<file path="src/rtl/usbcmd_pkg.sv">
package usbcmd_pkg;

  localparam int INT_W = 10;
  localparam int FLAG_EMPTY_BIT = 4;
  localparam int FLAG_FULL_BIT = 5;

  localparam logic [7:0] PH_COMMAND = 8'h05;
  localparam logic [7:0] PH_WRITE   = 8'h01;
  localparam logic [7:0] PH_READ    = 8'h02;

  localparam logic [7:0] OP_SET_ADDR   = 8'hD0;
  localparam logic [7:0] OP_CONFIG     = 8'hD8;
  localparam logic [7:0] OP_MODE       = 8'hF3;
  localparam logic [7:0] OP_FRAME      = 8'hF5;
  localparam logic [7:0] OP_DEV_STATUS = 8'hFE;
  localparam logic [7:0] OP_ERR_CODE   = 8'hFF;
  localparam logic [7:0] OP_ERR_STATUS = 8'hFB;
  localparam logic [7:0] OP_CLEAR_BUF  = 8'hF2;
  localparam logic [7:0] OP_VALIDATE   = 8'hFA;
  localparam logic [2:0] OP_SEL_TOP    = 3'b000;
  localparam logic [2:0] OP_SELCLR_TOP = 3'b010;

  typedef enum logic [2:0] {
    RD_NONE,
    RD_FRAME,
    RD_DEVST,
    RD_ERRCODE,
    RD_ERRST,
    RD_CLRBUF,
    RD_SELEP
  } rdSel_e;

  typedef struct packed {
    logic   cmdOk;
    logic   wrOk;
    logic   rdOk;
    logic   setAddr;
    logic   setCfg;
    logic   setMode;
    logic   setDevSt;
    logic   setEpSt;
    logic   loadSel;
    logic   clrBuf;
    logic   validBuf;
    logic   intClr;
    logic   frameHi;
    rdSel_e rdSel;
  } strobe_t;

endpackage

</file>
<file path="src/rtl/usbcmd_ctrl.sv">
module usbcmd_ctrl
  import usbcmd_pkg::*;
#(
  parameter int NUM_EP = 8,
  localparam int EP_W = (NUM_EP > 1) ? $clog2(NUM_EP) : 1
) (
  input  logic            clk,
  input  logic            rstN,
  input  logic            cmdWrEn,
  input  logic [31:0]     cmdWord,
  output strobe_t         stb,
  output logic [EP_W-1:0] epIdx,
  output logic [7:0]      dataByte
);

  logic [7:0] phase;
  logic [7:0] code;
  logic [7:0] curCmd;
  logic       curValid;
  logic       frameHiNext;
  logic       unusedWordBits;

  assign phase = cmdWord[15:8];
  assign code = cmdWord[23:16];
  assign dataByte = code;
  assign unusedWordBits = ^{cmdWord[31:24], cmdWord[7:0]};

  function automatic logic isSel(input logic [7:0] c);
    return (c[7:5] == OP_SEL_TOP) && (int'(c[4:0]) < NUM_EP);
  endfunction

  function automatic logic isSelClr(input logic [7:0] c);
    return (c[7:5] == OP_SELCLR_TOP) && (int'(c[4:0]) < NUM_EP);
  endfunction

  function automatic logic isWritable(input logic [7:0] c);
    return (c == OP_SET_ADDR) || (c == OP_CONFIG) || (c == OP_MODE) ||
           (c == OP_DEV_STATUS) || isSelClr(c);
  endfunction

  function automatic logic isReadable(input logic [7:0] c);
    return (c == OP_FRAME) || (c == OP_DEV_STATUS) || (c == OP_ERR_CODE) ||
           (c == OP_ERR_STATUS) || (c == OP_CLEAR_BUF) || isSel(c) || isSelClr(c);
  endfunction

  always_comb begin
    stb = '0;
    stb.rdSel = RD_NONE;
    stb.cmdOk = cmdWrEn && (phase == PH_COMMAND) &&
                (isReadable(code) || isWritable(code) || (code == OP_VALIDATE));
    stb.wrOk = cmdWrEn && (phase == PH_WRITE) && curValid && isWritable(curCmd);
    stb.rdOk = cmdWrEn && (phase == PH_READ) && curValid && (code == curCmd) &&
               isReadable(curCmd);
    stb.setAddr  = stb.wrOk && (curCmd == OP_SET_ADDR);
    stb.setCfg   = stb.wrOk && (curCmd == OP_CONFIG);
    stb.setMode  = stb.wrOk && (curCmd == OP_MODE);
    stb.setDevSt = stb.wrOk && (curCmd == OP_DEV_STATUS);
    stb.setEpSt  = stb.wrOk && isSelClr(curCmd);
    stb.loadSel  = stb.cmdOk && (isSel(code) || isSelClr(code));
    stb.clrBuf   = stb.cmdOk && (code == OP_CLEAR_BUF);
    stb.validBuf = stb.cmdOk && (code == OP_VALIDATE);
    stb.intClr   = stb.rdOk && isSelClr(curCmd);
    stb.frameHi  = frameHiNext;
    if (stb.rdOk) begin
      if (curCmd == OP_FRAME) stb.rdSel = RD_FRAME;
      else if (curCmd == OP_DEV_STATUS) stb.rdSel = RD_DEVST;
      else if (curCmd == OP_ERR_CODE) stb.rdSel = RD_ERRCODE;
      else if (curCmd == OP_ERR_STATUS) stb.rdSel = RD_ERRST;
      else if (curCmd == OP_CLEAR_BUF) stb.rdSel = RD_CLRBUF;
      else stb.rdSel = RD_SELEP;
    end
  end

  assign epIdx = stb.cmdOk ? code[EP_W-1:0] : curCmd[EP_W-1:0];

  always_ff @(posedge clk or negedge rstN) begin
    if (!rstN) begin
      curCmd <= '0;
      curValid <= 1'b0;
      frameHiNext <= 1'b0;
    end else if (stb.cmdOk) begin
      curCmd <= code;
      curValid <= 1'b1;
      frameHiNext <= 1'b0;
    end else if (stb.rdSel == RD_FRAME) begin
      frameHiNext <= ~frameHiNext;
    end
  end

endmodule

</file>
<file path="src/rtl/usbcmd_dp.sv">
module usbcmd_dp
  import usbcmd_pkg::*;
#(
  parameter int NUM_EP = 8,
  localparam int EP_W = (NUM_EP > 1) ? $clog2(NUM_EP) : 1
) (
  input  logic              clk,
  input  logic              rstN,
  input  strobe_t           stb,
  input  logic [EP_W-1:0]   epIdx,
  input  logic [7:0]        dataByte,
  input  logic              intClrEn,
  input  logic [INT_W-1:0]  intClrMask,
  input  logic [10:0]       frameIn,
  input  logic              busSuspend,
  input  logic              busConnChg,
  input  logic              busSuspChg,
  input  logic              busReset,
  input  logic [4:0]        errCodeIn,
  input  logic [7:0]        errStatIn,
  input  logic [NUM_EP-1:0] epFullIn,
  input  logic [NUM_EP-1:0] epSetupIn,
  input  logic [NUM_EP-1:0] epOverIn,
  input  logic [NUM_EP-1:0] epNakIn,
  input  logic [NUM_EP-1:0] epBuf1In,
  input  logic [NUM_EP-1:0] epBuf2In,
  output logic [INT_W-1:0]  intStatus,
  output logic [7:0]        cmdData,
  output logic [6:0]        devAddr,
  output logic              devEnable,
  output logic              devConfigured,
  output logic [7:0]        devMode,
  output logic              devConnect,
  output logic [NUM_EP-1:0] epStall,
  output logic [NUM_EP-1:0] epDisable,
  output logic [NUM_EP-1:0] epRateFb,
  output logic [NUM_EP-1:0] epCondStall,
  output logic [EP_W-1:0]   selEp,
  output logic              bufClrPulse,
  output logic              bufValidPulse,
  output logic [NUM_EP-1:0] epIntClr
);

  logic       flagEmpty;
  logic       flagFull;
  logic       connChg;
  logic       suspChg;
  logic       resetSeen;
  logic [2:0] frameSnap;
  logic [7:0] rdByte;
  logic [7:0] epByte;
  logic       rdDevSt;
  logic       unusedMaskBits;

  assign unusedMaskBits = ^{intClrMask[INT_W-1:FLAG_FULL_BIT+1], intClrMask[FLAG_EMPTY_BIT-1:0]};
  assign rdDevSt = (stb.rdSel == RD_DEVST);

  always_comb begin
    intStatus = '0;
    intStatus[FLAG_EMPTY_BIT] = flagEmpty;
    intStatus[FLAG_FULL_BIT] = flagFull;
  end

  assign epByte = {1'b0, epBuf2In[selEp], epBuf1In[selEp], epNakIn[selEp],
                   epOverIn[selEp], epSetupIn[selEp], epStall[selEp], epFullIn[selEp]};

  always_comb begin
    unique case (stb.rdSel)
      RD_FRAME:   rdByte = stb.frameHi ? {5'b0, frameSnap} : frameIn[7:0];
      RD_DEVST:   rdByte = {3'b0, resetSeen, suspChg, busSuspend, connChg, devConnect};
      RD_ERRCODE: rdByte = {3'b0, errCodeIn};
      RD_ERRST:   rdByte = errStatIn;
      RD_CLRBUF:  rdByte = {7'b0, epOverIn[selEp]};
      RD_SELEP:   rdByte = epByte;
      default:    rdByte = '0;
    endcase
  end

  always_ff @(posedge clk or negedge rstN) begin
    if (!rstN) begin
      flagEmpty <= 1'b0;
      flagFull <= 1'b0;
      cmdData <= '0;
      devAddr <= '0;
      devEnable <= 1'b0;
      devConfigured <= 1'b0;
      devMode <= '0;
      devConnect <= 1'b0;
      connChg <= 1'b0;
      suspChg <= 1'b0;
      resetSeen <= 1'b0;
      frameSnap <= '0;
      selEp <= '0;
      bufClrPulse <= 1'b0;
      bufValidPulse <= 1'b0;
      epIntClr <= '0;
    end else begin
      if (stb.cmdOk || stb.wrOk || stb.rdOk) flagEmpty <= 1'b1;
      else if (intClrEn && intClrMask[FLAG_EMPTY_BIT]) flagEmpty <= 1'b0;
      if (stb.rdOk) flagFull <= 1'b1;
      else if (intClrEn && intClrMask[FLAG_FULL_BIT]) flagFull <= 1'b0;

      if (stb.rdOk) cmdData <= rdByte;
      if ((stb.rdSel == RD_FRAME) && !stb.frameHi) frameSnap <= frameIn[10:8];

      if (stb.setAddr) begin
        devAddr <= dataByte[6:0];
        devEnable <= dataByte[7];
      end
      if (stb.setCfg) devConfigured <= dataByte[0];
      if (stb.setMode) devMode <= dataByte;
      if (stb.setDevSt) devConnect <= dataByte[0];

      connChg <= busConnChg | (connChg & ~rdDevSt);
      suspChg <= busSuspChg | (suspChg & ~rdDevSt);
      resetSeen <= busReset | (resetSeen & ~rdDevSt);

      if (stb.loadSel) selEp <= epIdx;
      bufClrPulse <= stb.clrBuf;
      bufValidPulse <= stb.validBuf;
    end
  end

  for (genvar e = 0; e < NUM_EP; e++) begin : g_ep
    always_ff @(posedge clk or negedge rstN) begin
      if (!rstN) begin
        epStall[e] <= 1'b0;
        epDisable[e] <= 1'b0;
        epRateFb[e] <= 1'b0;
        epCondStall[e] <= 1'b0;
        epIntClr[e] <= 1'b0;
      end else begin
        if (stb.setEpSt && (int'(epIdx) == e)) begin
          epStall[e] <= dataByte[0];
          epDisable[e] <= dataByte[5];
          epRateFb[e] <= dataByte[6];
          epCondStall[e] <= dataByte[7];
        end
        epIntClr[e] <= stb.intClr && (int'(epIdx) == e);
      end
    end
  end

endmodule

</file>
<file path="src/rtl/usbcmd_engine.sv">
module usbcmd_engine
  import usbcmd_pkg::*;
#(
  parameter int NUM_EP = 8,
  localparam int EP_W = (NUM_EP > 1) ? $clog2(NUM_EP) : 1
) (
  input  logic              clk,
  input  logic              rstN,
  input  logic              cmdWrEn,
  input  logic [31:0]       cmdWord,
  input  logic              intClrEn,
  input  logic [9:0]        intClrMask,
  output logic [9:0]        intStatus,
  output logic [7:0]        cmdData,
  input  logic [10:0]       frameIn,
  input  logic              busSuspend,
  input  logic              busConnChg,
  input  logic              busSuspChg,
  input  logic              busReset,
  input  logic [4:0]        errCodeIn,
  input  logic [7:0]        errStatIn,
  input  logic [NUM_EP-1:0] epFullIn,
  input  logic [NUM_EP-1:0] epSetupIn,
  input  logic [NUM_EP-1:0] epOverIn,
  input  logic [NUM_EP-1:0] epNakIn,
  input  logic [NUM_EP-1:0] epBuf1In,
  input  logic [NUM_EP-1:0] epBuf2In,
  output logic [6:0]        devAddr,
  output logic              devEnable,
  output logic              devConfigured,
  output logic [7:0]        devMode,
  output logic              devConnect,
  output logic [NUM_EP-1:0] epStall,
  output logic [NUM_EP-1:0] epDisable,
  output logic [NUM_EP-1:0] epRateFb,
  output logic [NUM_EP-1:0] epCondStall,
  output logic [EP_W-1:0]   selEp,
  output logic              bufClrPulse,
  output logic              bufValidPulse,
  output logic [NUM_EP-1:0] epIntClr
);

  strobe_t         stb;
  logic [EP_W-1:0] epIdx;
  logic [7:0]      dataByte;

  usbcmd_ctrl #(.NUM_EP(NUM_EP)) u_ctrl (
    .clk(clk), .rstN(rstN), .cmdWrEn(cmdWrEn), .cmdWord(cmdWord),
    .stb(stb), .epIdx(epIdx), .dataByte(dataByte)
  );

  usbcmd_dp #(.NUM_EP(NUM_EP)) u_dp (
    .clk(clk), .rstN(rstN), .stb(stb), .epIdx(epIdx), .dataByte(dataByte),
    .intClrEn(intClrEn), .intClrMask(intClrMask), .frameIn(frameIn),
    .busSuspend(busSuspend), .busConnChg(busConnChg), .busSuspChg(busSuspChg),
    .busReset(busReset), .errCodeIn(errCodeIn), .errStatIn(errStatIn),
    .epFullIn(epFullIn), .epSetupIn(epSetupIn), .epOverIn(epOverIn),
    .epNakIn(epNakIn), .epBuf1In(epBuf1In), .epBuf2In(epBuf2In),
    .intStatus(intStatus), .cmdData(cmdData), .devAddr(devAddr),
    .devEnable(devEnable), .devConfigured(devConfigured), .devMode(devMode),
    .devConnect(devConnect), .epStall(epStall), .epDisable(epDisable),
    .epRateFb(epRateFb), .epCondStall(epCondStall), .selEp(selEp),
    .bufClrPulse(bufClrPulse), .bufValidPulse(bufValidPulse), .epIntClr(epIntClr)
  );

endmodule

</file>
<file path="config.mk">
export PLATFORM = sky130hd
export DESIGN_NAME = usbcmd_engine
export DESIGN_NICKNAME = d
export VERILOG_FILES = /design/src/rtl/usbcmd_pkg.sv /design/src/rtl/usbcmd_ctrl.sv /design/src/rtl/usbcmd_dp.sv /design/src/rtl/usbcmd_engine.sv
export SDC_FILE = /design/constraint.sdc
export NUM_CORES = 1
export LEC_CHECK = 0
export BUFFER_PORTS_ARGS = -buffer_cell sky130_fd_sc_hd__buf_2
export CORE_MARGIN = 2
export CORE_UTILIZATION = 35
export CTS_CLUSTER_SIZE = 10
export DETAILED_ROUTE_END_ITERATION = 12
export PLACE_DENSITY = 0.65
export SLEW_MARGIN = 20
export SYNTH_ARGS = -nofsm -noshare
export SYNTH_HDL_FRONTEND = slang
export SYNTH_SLANG_ARGS = --single-unit
</file>
<file path="constraint.sdc">
create_clock -name clk -period 4.4 [get_ports clk]
set_input_delay 0.22 -clock clk [delete_from_list [all_inputs] [get_ports clk]]
set_output_delay 0.22 -clock clk [all_outputs]
set_load 0.005 [all_outputs]
</file>
Word-level counts from Yosys, hierarchy flattened
Cells that the tools add are included.

Bits in registers: 89. Input port bits: 122. Output and inout bits: 81. Logic and storage cells: 207.

Order comparisons: 3. Equality and inequality tests: 36. Multiplexer cells: 29. Bitwise gates (word level): 8. Reduce and logical (&&, ||, !) cells: 73.

Operators by type and width (number): 8-bit equality test, second input constant (17); 8-bit one-hot mux with 6 select lines (1); 1-bit logical AND (41); 1-bit logical OR (25); 1-bit binary-select mux with 3-bit select (7); 3-bit equality test, second input constant (7); 3-bit by 2-bit equality test with 1-bit output, second input constant (6); 3-bit 2-to-1 mux (6); 1-bit 2-to-1 mux (13); 5-bit by 4-bit < comparator with 1-bit output, second input constant (2); 3-bit logical NOT (3); 8-bit by 1-bit equality test with 1-bit output, second input constant (1); 8-bit by 2-bit equality test with 1-bit output, second input constant (1); 8-bit by 3-bit equality test with 1-bit output, second input constant (1); 8-bit equality test (1); 8-bit 2-to-1 mux (1); 3-bit by 1-bit equality test with 1-bit output, second input constant (2); 2-bit nonzero test (3); 3-bit by 4-bit < comparator with 1-bit output, second input constant (1); 1-bit bitwise AND (3); 1-bit OR (3); 2-bit 2-to-1 mux (1); 1-bit inverter (2); 1-bit logical NOT (1).

Logic depth before layout (Yosys ltp)
Gate-level depths: netlist (run 1).

Word-level depth: 13. Depth in mapped cells: 8.

Hierarchy
A second synthesis (run 1) with hierarchy kept.

Cells, all modules: 389. Area, all modules: 4724.5 sq um.

By module, submodules not included: usbcmd_dp (times used 1, cells each 272, area each 3764.9 sq um, seq. area each 1976.9 sq um); usbcmd_ctrl (times used 1, cells each 117, area each 959.7 sq um, seq. area each 250.2 sq um).

Worst setup path after synthesis (run 1)
Ideal clock, no wire load.

Path kind: register -> register. From: register u_dp.selEp[0]. To: register u_dp.cmdData[5]. Library setup time: 0.134 ns. Arrival time: 2.290 ns. Data required time: 4.266 ns. Slack: 1.976 ns. Stages on the path, launching flop included: 7. Buffers on the path: 2. Period minus slack after synthesis: 2.424 ns. Cells stage by stage: dfrtp_1 -> clkbuf_1 -> buf_1 -> mux4_2 -> mux2_2 -> a222oi_1 -> o21ai_0.

Cells in the longest elaborated chain, start to end: 3.

RTL lines: start: declaration (line usbcmd_dp.sv:38) `output logic [EP_W-1:0] selEp,`; start signal: assignment (line usbcmd_dp.sv:118) `if (stb.loadSel) selEp <= epIdx;`; 1-bit binary-select mux with 3-bit select (line usbcmd_dp.sv:64) `assign epByte = {1'b0, epBuf2In[selEp], epBuf1In[selEp], epNakIn[selEp],`; 1-bit 2-to-1 mux (not written as such) (line usbcmd_dp.sv:64); 8-bit one-hot mux with 6 select lines (line usbcmd_dp.sv:68) `unique case (stb.rdSel)`; end signal: assignment (line usbcmd_dp.sv:103) `if (stb.rdOk) cmdData <= rdByte;`; end: declaration (line usbcmd_dp.sv:28) `output logic [7:0] cmdData,`.

Every way passes these cells. The select of a mux whose other input is x is not followed. A chain may end at the register's enable or synchronous reset.

Worst setup path after layout (run 1)
From: register u_ctrl.curCmd[3]. To: register u_dp.frameSnap[1].

Cells in the longest elaborated chain, start to end: 11. Elaborated cells between the ends (all ways): 25.

RTL lines: start: declaration (line usbcmd_ctrl.sv:18) `logic [7:0] curCmd;`; start signal: assignment (line usbcmd_ctrl.sv:82) `curCmd <= code;`; branches (longest 8 deep; another with 8-bit equality test); 3-bit 2-to-1 mux * (line usbcmd_ctrl.sv:64) `if (stb.rdOk) begin`; 3-bit by 1-bit equality test with 1-bit output * (line usbcmd_dp.sv:104) `if ((stb.rdSel == RD_FRAME) && !stb.frameHi) frameSnap <= frameIn[10:8];`; 1-bit logical AND * (line usbcmd_dp.sv:104); end signal: assignment (line usbcmd_dp.sv:104); end: declaration (line usbcmd_dp.sv:49) `logic [2:0] frameSnap;`.

Every way passes the cells marked *.

==> run metrics, run 1 <==
status complete, but fails checks; violated checks negative hold slack; Ys Warns 0; compound-gate portion of the synthesized area 6.44%; post-DR vias/cell 5.05; HP Class in2async; Synth Instances 384; ANT cells 0; vias 3642; R2R Setup Slk 1.55 ns; die footprint 14200 um2; antenna violations before repair 0; Core Region 13100 um2; Critical Path RT 4.64 ns; largest fanout on the critical path 16; Mapped Area 4640 um2; Primary FF master, synth dfrtp_1; row cnt 42; CTS H-tree lvls 3; clock buffer depth 2; Global Route Usage Sum 17.8%; Synth Area in Adders 0%; Mean Syn Cell Area 12.1 um2; I/O pin cnt 203; IO Port Bufs 170; Post CTS Setup Buffer Count 0; First-pass DRT Iterations 4; Final GP Congestion 0.768; DRT iter0 DRCs 198; TNS Setup 0 ns; Hold Vio Cnt, Final 89; clk root buf clkbuf_16; Power, Total 1.78 mW; top cells by area, synth dfrtp_1 (48%), mux2_2 (15%), mux4_2 (6.8%), mux2i_1 (3.2%), nand2_1 (2.6%); Routed Antenna Nets 0; number of global-route vias before repair 3695; Seq/Total Area, Yosys 48.0%; PostCTS Resize Cnt 0; leakage 3.11 nW; EDFF count, synth 0; remaining global-route overflow 0; Relative slew margins 38.6%; DRC viols 0; CTS clk-pin slew, worst paths 0.07 ns; Synth area leader dfrtp_1; clk_skew 0.00756 ns; Worst EP arrival 3.09 ns; Area Overhead vs Synth 27.2%; max frequency 0.351 GHz; Synth top area share 48.0%; Final Critical Period 2.85 ns; Avg WL per Cell 17.4 um; simple-gate share of the synthesized area 13.2%; synth unique cells 50; Post-Route Utilization 45.1%; Die Wd 119 um; clock tree sinks 89; Peak VDD IR 0.191 mV; setup violators final 0; Worst Setup Start Kind flop; Worst Setup End Kind flop; half-perimeter wire length after placement 9.26 mm; CP Class reg2reg; Placed Cells 705; final WL 12.5 mm; post-synthesis mux area share 26.4%; first-pass GRT wire length 19.6 mm; nets@finish 662; Num CTS Buffers 9; RSZ-0062 raised after global routing false; largest net degree at the start of global routing 90; CTS tree built; Hold Slack -0.0607 ns; fin cells 721; Max Slew Vio Count 0; largest family of logic cells by synthesized area multiplexers; Initial Util 35.5%; Die H 119 um; MaxCap Viol Count 0; Slew @ Worst Pin 0.921 ns; #FFs+latches synth 89; Post-Synth XOR/XNOR Area 1.70%; cts hold-fix bufs 0; Pwr Density 301 nW/um2; Clk Latency, worst-skew pair 0.36 ns; Async SR Flop Fraction 100%; Final Cycle Share 64.8%; layout cells sized above 1 50.3%
## routing by layer
layer,track usage [%],vias to the layer above,share of wire (%)
met5,0,-,0
met1,22.3,1829,43
met3,5.60,14,6.5
met4,5.51,0,1.4
met2,29.3,112,49
li1,-,1687,-
## power by group
part	switching, mW	leakage [nW]	total, mW	internal (mW)
sequential	0.00165	1.23	0.820	0.818
clock	0.344	0.158	0.849	0.504
combinational	0.0579	1.72	0.107	0.0490
## state kept, by name, summed over array words and instances (netlist names), 7 cells and up
register and cells:
u_ctrl.curCmd 8, u_dp.epRateFb 8, u_dp.epDisable 8, u_dp.devMode 8, u_dp.epCondStall 8, u_dp.epStall 8, u_dp.epIntClr 8, u_dp.devAddr 7
u_dp.cmdData 8
## cells by family after synthesis
group                  count (synthesis)
XOR/XNOR                               9
multiplexers                          95
AO/OA/AOI/OAI                         43
AND/OR/NAND/NOR                      110
other                                  1
buffers and inverters                 37
flip-flops                            89
## through the flow
stage | setup WS [ns] | area, um2
after floorplan | 1.98 | 4670
after global placement | 1.47 | 5570
after detailed placement | 1.42 | 5570
after CTS | 1.55 | 5900
after global routing | 1.29 | 5900
final | 1.55 | 5900
## Yosys cell counts, types with 4 or more instances
cell / n
o21ai_0: 18
clkbuf_1: 18
nor2b_1: 6
or3_1: 4
nand4_1: 4
or3b_1: 4
buf_4: 10
inv_1: 4
nand2_1: 32
nor4_1: 7
a22oi_1: 4
nor2_1: 16
dfrtp_1: 89
mux2_2: 61
mux2i_1: 15
mux2_4: 5
mux4_2: 14
a21o_1: 4
nand3_1: 4
nor3b_1: 5
a21oi_1: 5
xor2_1: 8
and2_1: 10
## placed cells by master, fill, tap and decap left out, types with 2 or more instances in the layout
| cell type | count |
|---|---|
| a222oi_1 | 2 |
| nor3b_1 | 5 |
| a21o_1 | 4 |
| bufinv_16 | 2 |
| mux2_2 | 61 |
| mux2_4 | 5 |
| mux4_2 | 14 |
| nand2b_1 | 2 |
| and2_1 | 10 |
| clkbuf_16 | 9 |
| dfrtp_1 | 89 |
| or3b_1 | 4 |
| nor3_2 | 3 |
| xor2_1 | 8 |
| nand3_1 | 4 |
| and4_1 | 2 |
| or3_1 | 4 |
| nor3_1 | 3 |
| nor4_1 | 7 |
| inv_1 | 4 |
| nand2_1 | 32 |
| nor2_1 | 16 |
| o21ai_0 | 18 |
| nor2b_1 | 6 |
| buf_2 | 169 |
| conb_1 | 8 |
| inv_6 | 2 |
| a22oi_1 | 4 |
| nand4_1 | 4 |
| mux2i_1 | 15 |
| a21oi_1 | 5 |
## worst max-delay path: stages (launching register included)
cell     delay, ns
dfrtp_1       0.67
xor2_1        0.16
nor4_1        0.36
nand4_1       0.46
nor3_1        0.67
mux2_2        0.41
## final timing paths
check                                 start                end  depth (start not counted)
max                        u_ctrl.curCmd[3]  u_dp.frameSnap[1]                          5
max reg2reg                u_ctrl.curCmd[3]  u_dp.frameSnap[1]                          5
min                                    rstN  u_dp.epDisable[4]                          1
max in group asynchronous              rstN     u_dp.flagEmpty                          1
min in group clk                 busSuspChg       u_dp.suspChg                          2
min reg2reg                   u_dp.flagFull      u_dp.flagFull                          2
## area by class of cell
cell class / instances / area, um2
Clock buffer: 9 / 225
Clock inverter: 7 / 101
Fill cell: 1255 / 7180
Inverter: 4 / 15.0
Multi-Input combinational cell: 265 / 2250
Sequential cell: 89 / 2230
Tap cell: 176 / 220
Timing Repair Buffer: 171 / 865
Power figures use the tool's default switching activity.
==> inputs of run 2 (changes only) <==
- clock period: 4.4 -> 2.9 ns (I/O delays scaled with it)
==> run metrics, run 2 (synthesis gave the netlist of run 1 again) <==
status finished, final reports clean; ANT cells 0 (unchanged); antenna violations before repair 0 (unchanged); CTS H-tree lvls 3 (unchanged); Post CTS Setup Buffer Count 0 (unchanged); DRC viols 0 (unchanged); MaxCap Viol Count 0 (unchanged); die footprint 14200 um2 (unchanged); R2R Setup Slk 0.55 ns (-1.00 ns); Final Cycle Share 80.9% (+16 points); vias 3674 (+0.88%); Area Overhead vs Synth 29.0%; RSZ-0062 raised after global routing false; Core Region 13100 um2 (unchanged); row cnt 42 (unchanged); Initial Util 35.5% (unchanged); clk_skew 0.00809 ns (+0.000523 ns); layout cells sized above 1 50.8% (+0.53 points); half-perimeter wire length after placement 9.46 mm (+2.2%); leakage 3.16 nW (+1.7%); multi-input logic area 2250 um2 (unchanged); IO Port Bufs 170 (unchanged); Slew @ Worst Pin 0.782 ns (-0.140 ns); Max Slew Vio Count 0 (unchanged); number of global-route vias before repair 3855 (+4.3%); final WL 12.5 mm (-0.17%); CTS clk-pin slew, worst paths 0.07 ns (about the same); Post-Route Utilization 45.8% (+0.66 points); Global Route Usage Sum 18.1% (+0.36 points); Critical Path RT 3.12 ns (-1.52 ns); Avg WL per Cell 17.0 um (-2.1%); Finished Cell Area 5990 um2 (+1.5%); Clk Latency, worst-skew pair 0.35 ns (about the same); Die Wd 119 um (unchanged); TNS Setup 0 ns (unchanged); post-DR vias/cell 5.00 (-1.0%); clock tree sinks 89 (unchanged); CTS tree built; largest net degree at the start of global routing 90 (unchanged); max frequency 0.426 GHz (+21%); setup violators final 0 (unchanged); Hold Vio Cnt, Final 0 (-100%); Die H 119 um (unchanged); Worst Setup End Kind flop; First-pass DRT Iterations 4 (unchanged); clk root buf clkbuf_16; commonest non-fill, non-tap cells in the layout buf_2 (169), dfrtp_1 (89), mux2_2 (61); Pwr Density 426 nW/um2 (+42%); DRT iter0 DRCs 131 (-34%); Relative slew margins 47.4% (+8.8 points); number of fill cells 1248 (-0.56%); Num CTS Buffers 9 (unchanged); Worst EP arrival 2.57 ns (-0.52 ns); remaining global-route overflow 0 (unchanged); Sequential Area 2230 um2 (unchanged); Final Critical Period 2.35 ns (-0.503 ns); HP Class in2reg; I/O pin cnt 203 (unchanged); Peak VDD IR 0.321 mV (+68%); Routed Antenna Nets 0 (unchanged); first-pass GRT wire length 20.3 mm (+3.4%); commonest non-fill, non-tap cell in the layout buf_2; Final GP Congestion 0.752 (-2.1%); largest fanout on the critical path 16 (unchanged); Worst Setup Start Kind flop; dpl cell area 5650 um2 (+1.3%); CP Class reg2reg; clock buffer depth 2 (unchanged); nets@finish 676 (+2.1%)
[run 2: cell types whose count changed in the layout (fill, tap and decap cells not counted), sizes merged]
cell	delta
dlygate4sd3	+4
clkinv	+2
buf	+10
bufinv	-2
[run 2: report_power, final]
| group | switching [mW] | leakage (nW) | internal (mW) | total [mW] |
|---|---|---|---|---|
| logic | 0.0868 | 1.79 | 0.0793 | 0.166 |
| registers | 0.00250 | 1.23 | 1.24 | 1.24 |
| clock network | 0.537 | 0.143 | 0.606 | 1.14 |
[run 2: repair_timing]
action | in CTS | in global routing
hold buffers | 3 | 1
resized for setup | 0 | 0
hold endpoints to repair | 3 | 89
[run 2: final timing paths]
check | depth (start not counted) | endpoint | from
min in group asynchronous | 2 | u_dp.epCondStall[7] | rstN
worst max register to register | 8 | u_dp.cmdData[4] | u_ctrl.curCmd[3]
worst max-delay path | 8 | u_dp.cmdData[4] | u_ctrl.curCmd[3]
worst min register to register | 1 | u_ctrl.curValid | u_ctrl.curValid
max in group asynchronous | 2 | u_dp.devMode[0] | rstN
worst min-delay path | 3 | u_dp.cmdData[3] | frameIn[3]
[run 2: area by class of cell]
class | count | share of cell area, %
clock buffer | 9 | 3.76
clock inverter | 7 | 1.21
inverter | 4 | 0.251
multi-input combinational | 265 | 37.5
sequential | 89 | 37.2
tap | 176 | 3.68
timing repair buffer | 185 | 16.4
[run 2: worst max-delay path, stage by stage (launching register included)]
cell and delay, ns:
dfrtp_1 0.56, xor2_1 0.24, nor4_1 0.36, nand4_1 0.14, buf_4 0.20, o21bai_1 0.21, buf_4 0.25, mux2i_1 0.16
o211ai_1 0.10
[run 2: through the flow]
step	setup slack (ns)	hold slack (ns)	cells	power, mW
final	0.553	0.0174	735	2.55
after global routing	0.429	0.0161	735	2.66
after CTS	0.578	0.00351	734	2.59
after detailed placement	0.361	0.335	715	1.43
after global placement	0.407	0.330	715	1.43
after floorplan	0.476	-0.151	391	1.33
[run 2: layer usage]
layer / track usage (%) / part of all wire [%] / up-vias / wire length (um)
met4: 4.84 / 1.0 / 0 / 131
met3: 4.98 / 6.0 / 10 / 756
met2: 30.0 / 51 / 103 / 6330
li1: - / - / 1715 / -
met5: 0 / 0 / - / 0
met1: 23.5 / 42 / 1846 / 5310
==> inputs of run 3 (changes only) <==
- PLACE_DENSITY: 0.65 -> 0.67
- clock period: 2.9 -> 1.9 ns (I/O delays scaled with it)
==> run metrics, run 3 (synthesis gave the netlist of run 1 again) <==
clk_skew 0.00943 ns (+0.00134 ns); Die Wd 119 um (unchanged); first-pass GRT wire length 21.1 mm (+3.9%); Clk Latency, worst-skew pair 0.35 ns (about the same); status complete, but fails checks; Finished Cell Area 6880 um2 (+15%); Initial Util 35.5% (unchanged); Hold Vio Cnt, Final 0 (unchanged); Placed Cells 774 (+8.3%); Max Slew Vio Count 0 (unchanged); Area Overhead vs Synth 48.3%; First-pass DRT Iterations 5 (+1); Critical Path RT 2.13 ns (-0.99 ns); violated checks negative setup slack; Worst EP arrival 2.14 ns (-0.43 ns); Peak VDD IR 0.380 mV (+18%); setup violators final 1 (+1); Routed Antenna Nets 0 (unchanged); vias 3960 (+7.8%); die footprint 14200 um2 (unchanged); remaining global-route overflow 0 (unchanged); R2R Path End u_dp.cmdData[5]; Worst Setup End Kind flop; fin cells 807 (+9.8%); leakage 3.58 nW (+13%); half-perimeter wire length after placement 10.2 mm (+8.1%); nets@finish 748 (+11%); post-DR vias/cell 4.91 (-1.8%); Hold Slack 0.0167 ns (-0.000650 ns); CP Class reg2reg; final setup margin -0.00753 ns (-0.561 ns); Avg WL per Cell 16.6 um (-2.3%); layout cells sized above 1 61.2% (+10 points); I/O pin cnt 203 (unchanged); largest net degree at the start of global routing 42 (-53%); MaxCap Viol Count 0 (unchanged); R2R Setup Slk -0.008 ns (-0.56 ns); CTS clk-pin slew, worst paths 0.07 ns (about the same); dpl cell area 6140 um2 (+8.8%); worst setup path startpoint u_dp.selEp[0]; Core Region 13100 um2 (unchanged); commonest non-fill, non-tap cells in the layout buf_2 (169), dfrtp_1 (85), buf_4 (67); Pwr Density 586 nW/um2 (+37%); DRC viols 0 (unchanged); ANT cells 0 (unchanged); Worst Setup EP u_dp.cmdData[5]; Final GP Congestion 0.805 (+7.0%); HP Class in2reg; Die H 119 um (unchanged); Final Critical Period 1.91 ns (-0.439 ns); final WL 13.4 mm (+7.2%); Worst Setup Start Kind flop; clock tree sinks 89 (unchanged); IO Port Bufs 170 (unchanged); Global Route Usage Sum 19.1% (+0.91 points); row cnt 42 (unchanged); clock buffer depth 2 (unchanged); commonest non-fill, non-tap cell in the layout buf_2; CTS tree built; Final Cycle Share 100% (+19 points); number of global-route vias before repair 4111 (+6.6%); reg2reg start u_dp.selEp[0]; antenna violations before repair 0 (unchanged); DRT iter0 DRCs 122 (-6.9%); worst reg2reg path depth 5 (-3); Num CTS Buffers 9 (unchanged); RSZ-0062 raised after global routing true; largest fanout on the critical path 4 (-12); max frequency 0.524 GHz (+23%); CTS H-tree lvls 3 (unchanged); clk root buf clkbuf_16
[run 3: changes by cell type in the layout (fill, tap and decap cells not counted), sizes merged]
| cell | delta |
|---|---|
| buf | +65 |
| dlygate4sd3 | +5 |
| clkinv | -2 |
| bufbuf | +1 |
| bufinv | +1 |
| clkbuf | +1 |
| mux2 | +1 |
[run 3: stage by stage]
stage          utilization, %  worst slack (ns)  power, mW  TNS (ns)
4_1_cts                  51.0           -0.0505       4.07    -0.173
6_report                 52.6          -0.00753       4.03  -0.00753
3_3_place_gp             46.9            -0.332       2.21    -11.46
5_1_grt                  52.6            -0.134       4.19     -1.85
2_1_floorplan               -            -0.294       2.03     -6.85
3_5_place_dp             46.9            -0.344       2.22    -12.28
[run 3: critical path, stage by stage, from the launching register on]
cell and delay, ns:
dfrtp_2 0.40, bufbuf_16 0.27, mux4_2 0.51, mux2_4 0.29, a222oi_1 0.22, o21ai_1 0.10
[run 3: final cells by class]
cell class,count,area (um2)
Multi-Input combinational cell,266,2490
Clock buffer,10,229
Inverter,4,15.0
Tap cell,176,220
Fill cell,1154,6200
Timing Repair Buffer,256,1620
Sequential cell,89,2230
Clock inverter,6,72.6
[run 3: timing repair]
action | 4_1_cts | 5_1_grt
hold buffers | 9 | 0
gates resized for setup | 23 | 43
setup endpoints to repair | 45 | 61
buffers inserted | 3 | 4
pin swaps | 11 | 14
cloned | 1 | 1
hold endpoints to repair | 46 | 0
[run 3: worst min-delay path by stage]
stage	to	start	slack [ns]	cells after the start
after floorplan	u_ctrl.curCmd[0]	rstN	-0.20	0
after global placement	u_dp.epCondStall[2]	rstN	0.08	1
after detailed placement	u_dp.epDisable[7]	rstN	0.10	1
after CTS	u_dp.flagFull	intClrMask[5]	0.003	4
after global routing	u_dp.flagFull	intClrMask[5]	0.06	4
final	u_dp.flagFull	intClrMask[5]	0.02	4
[run 3: layer usage]
layer | global-route usage, % | wire, um
met1 | 23.9 | 5630
met4 | 6.55 | 236
met3 | 4.07 | 735
met5 | 0 | 0
met2 | 32.5 | 6820
[run 3: report_power, final]
group / internal (mW) / switching [mW] / total (mW)
clock: 1.04 / 0.785 / 1.82
sequential: 1.90 / 0.00171 / 1.90
combinational: 0.159 / 0.153 / 0.312
total: 3.09 / 0.940 / 4.03
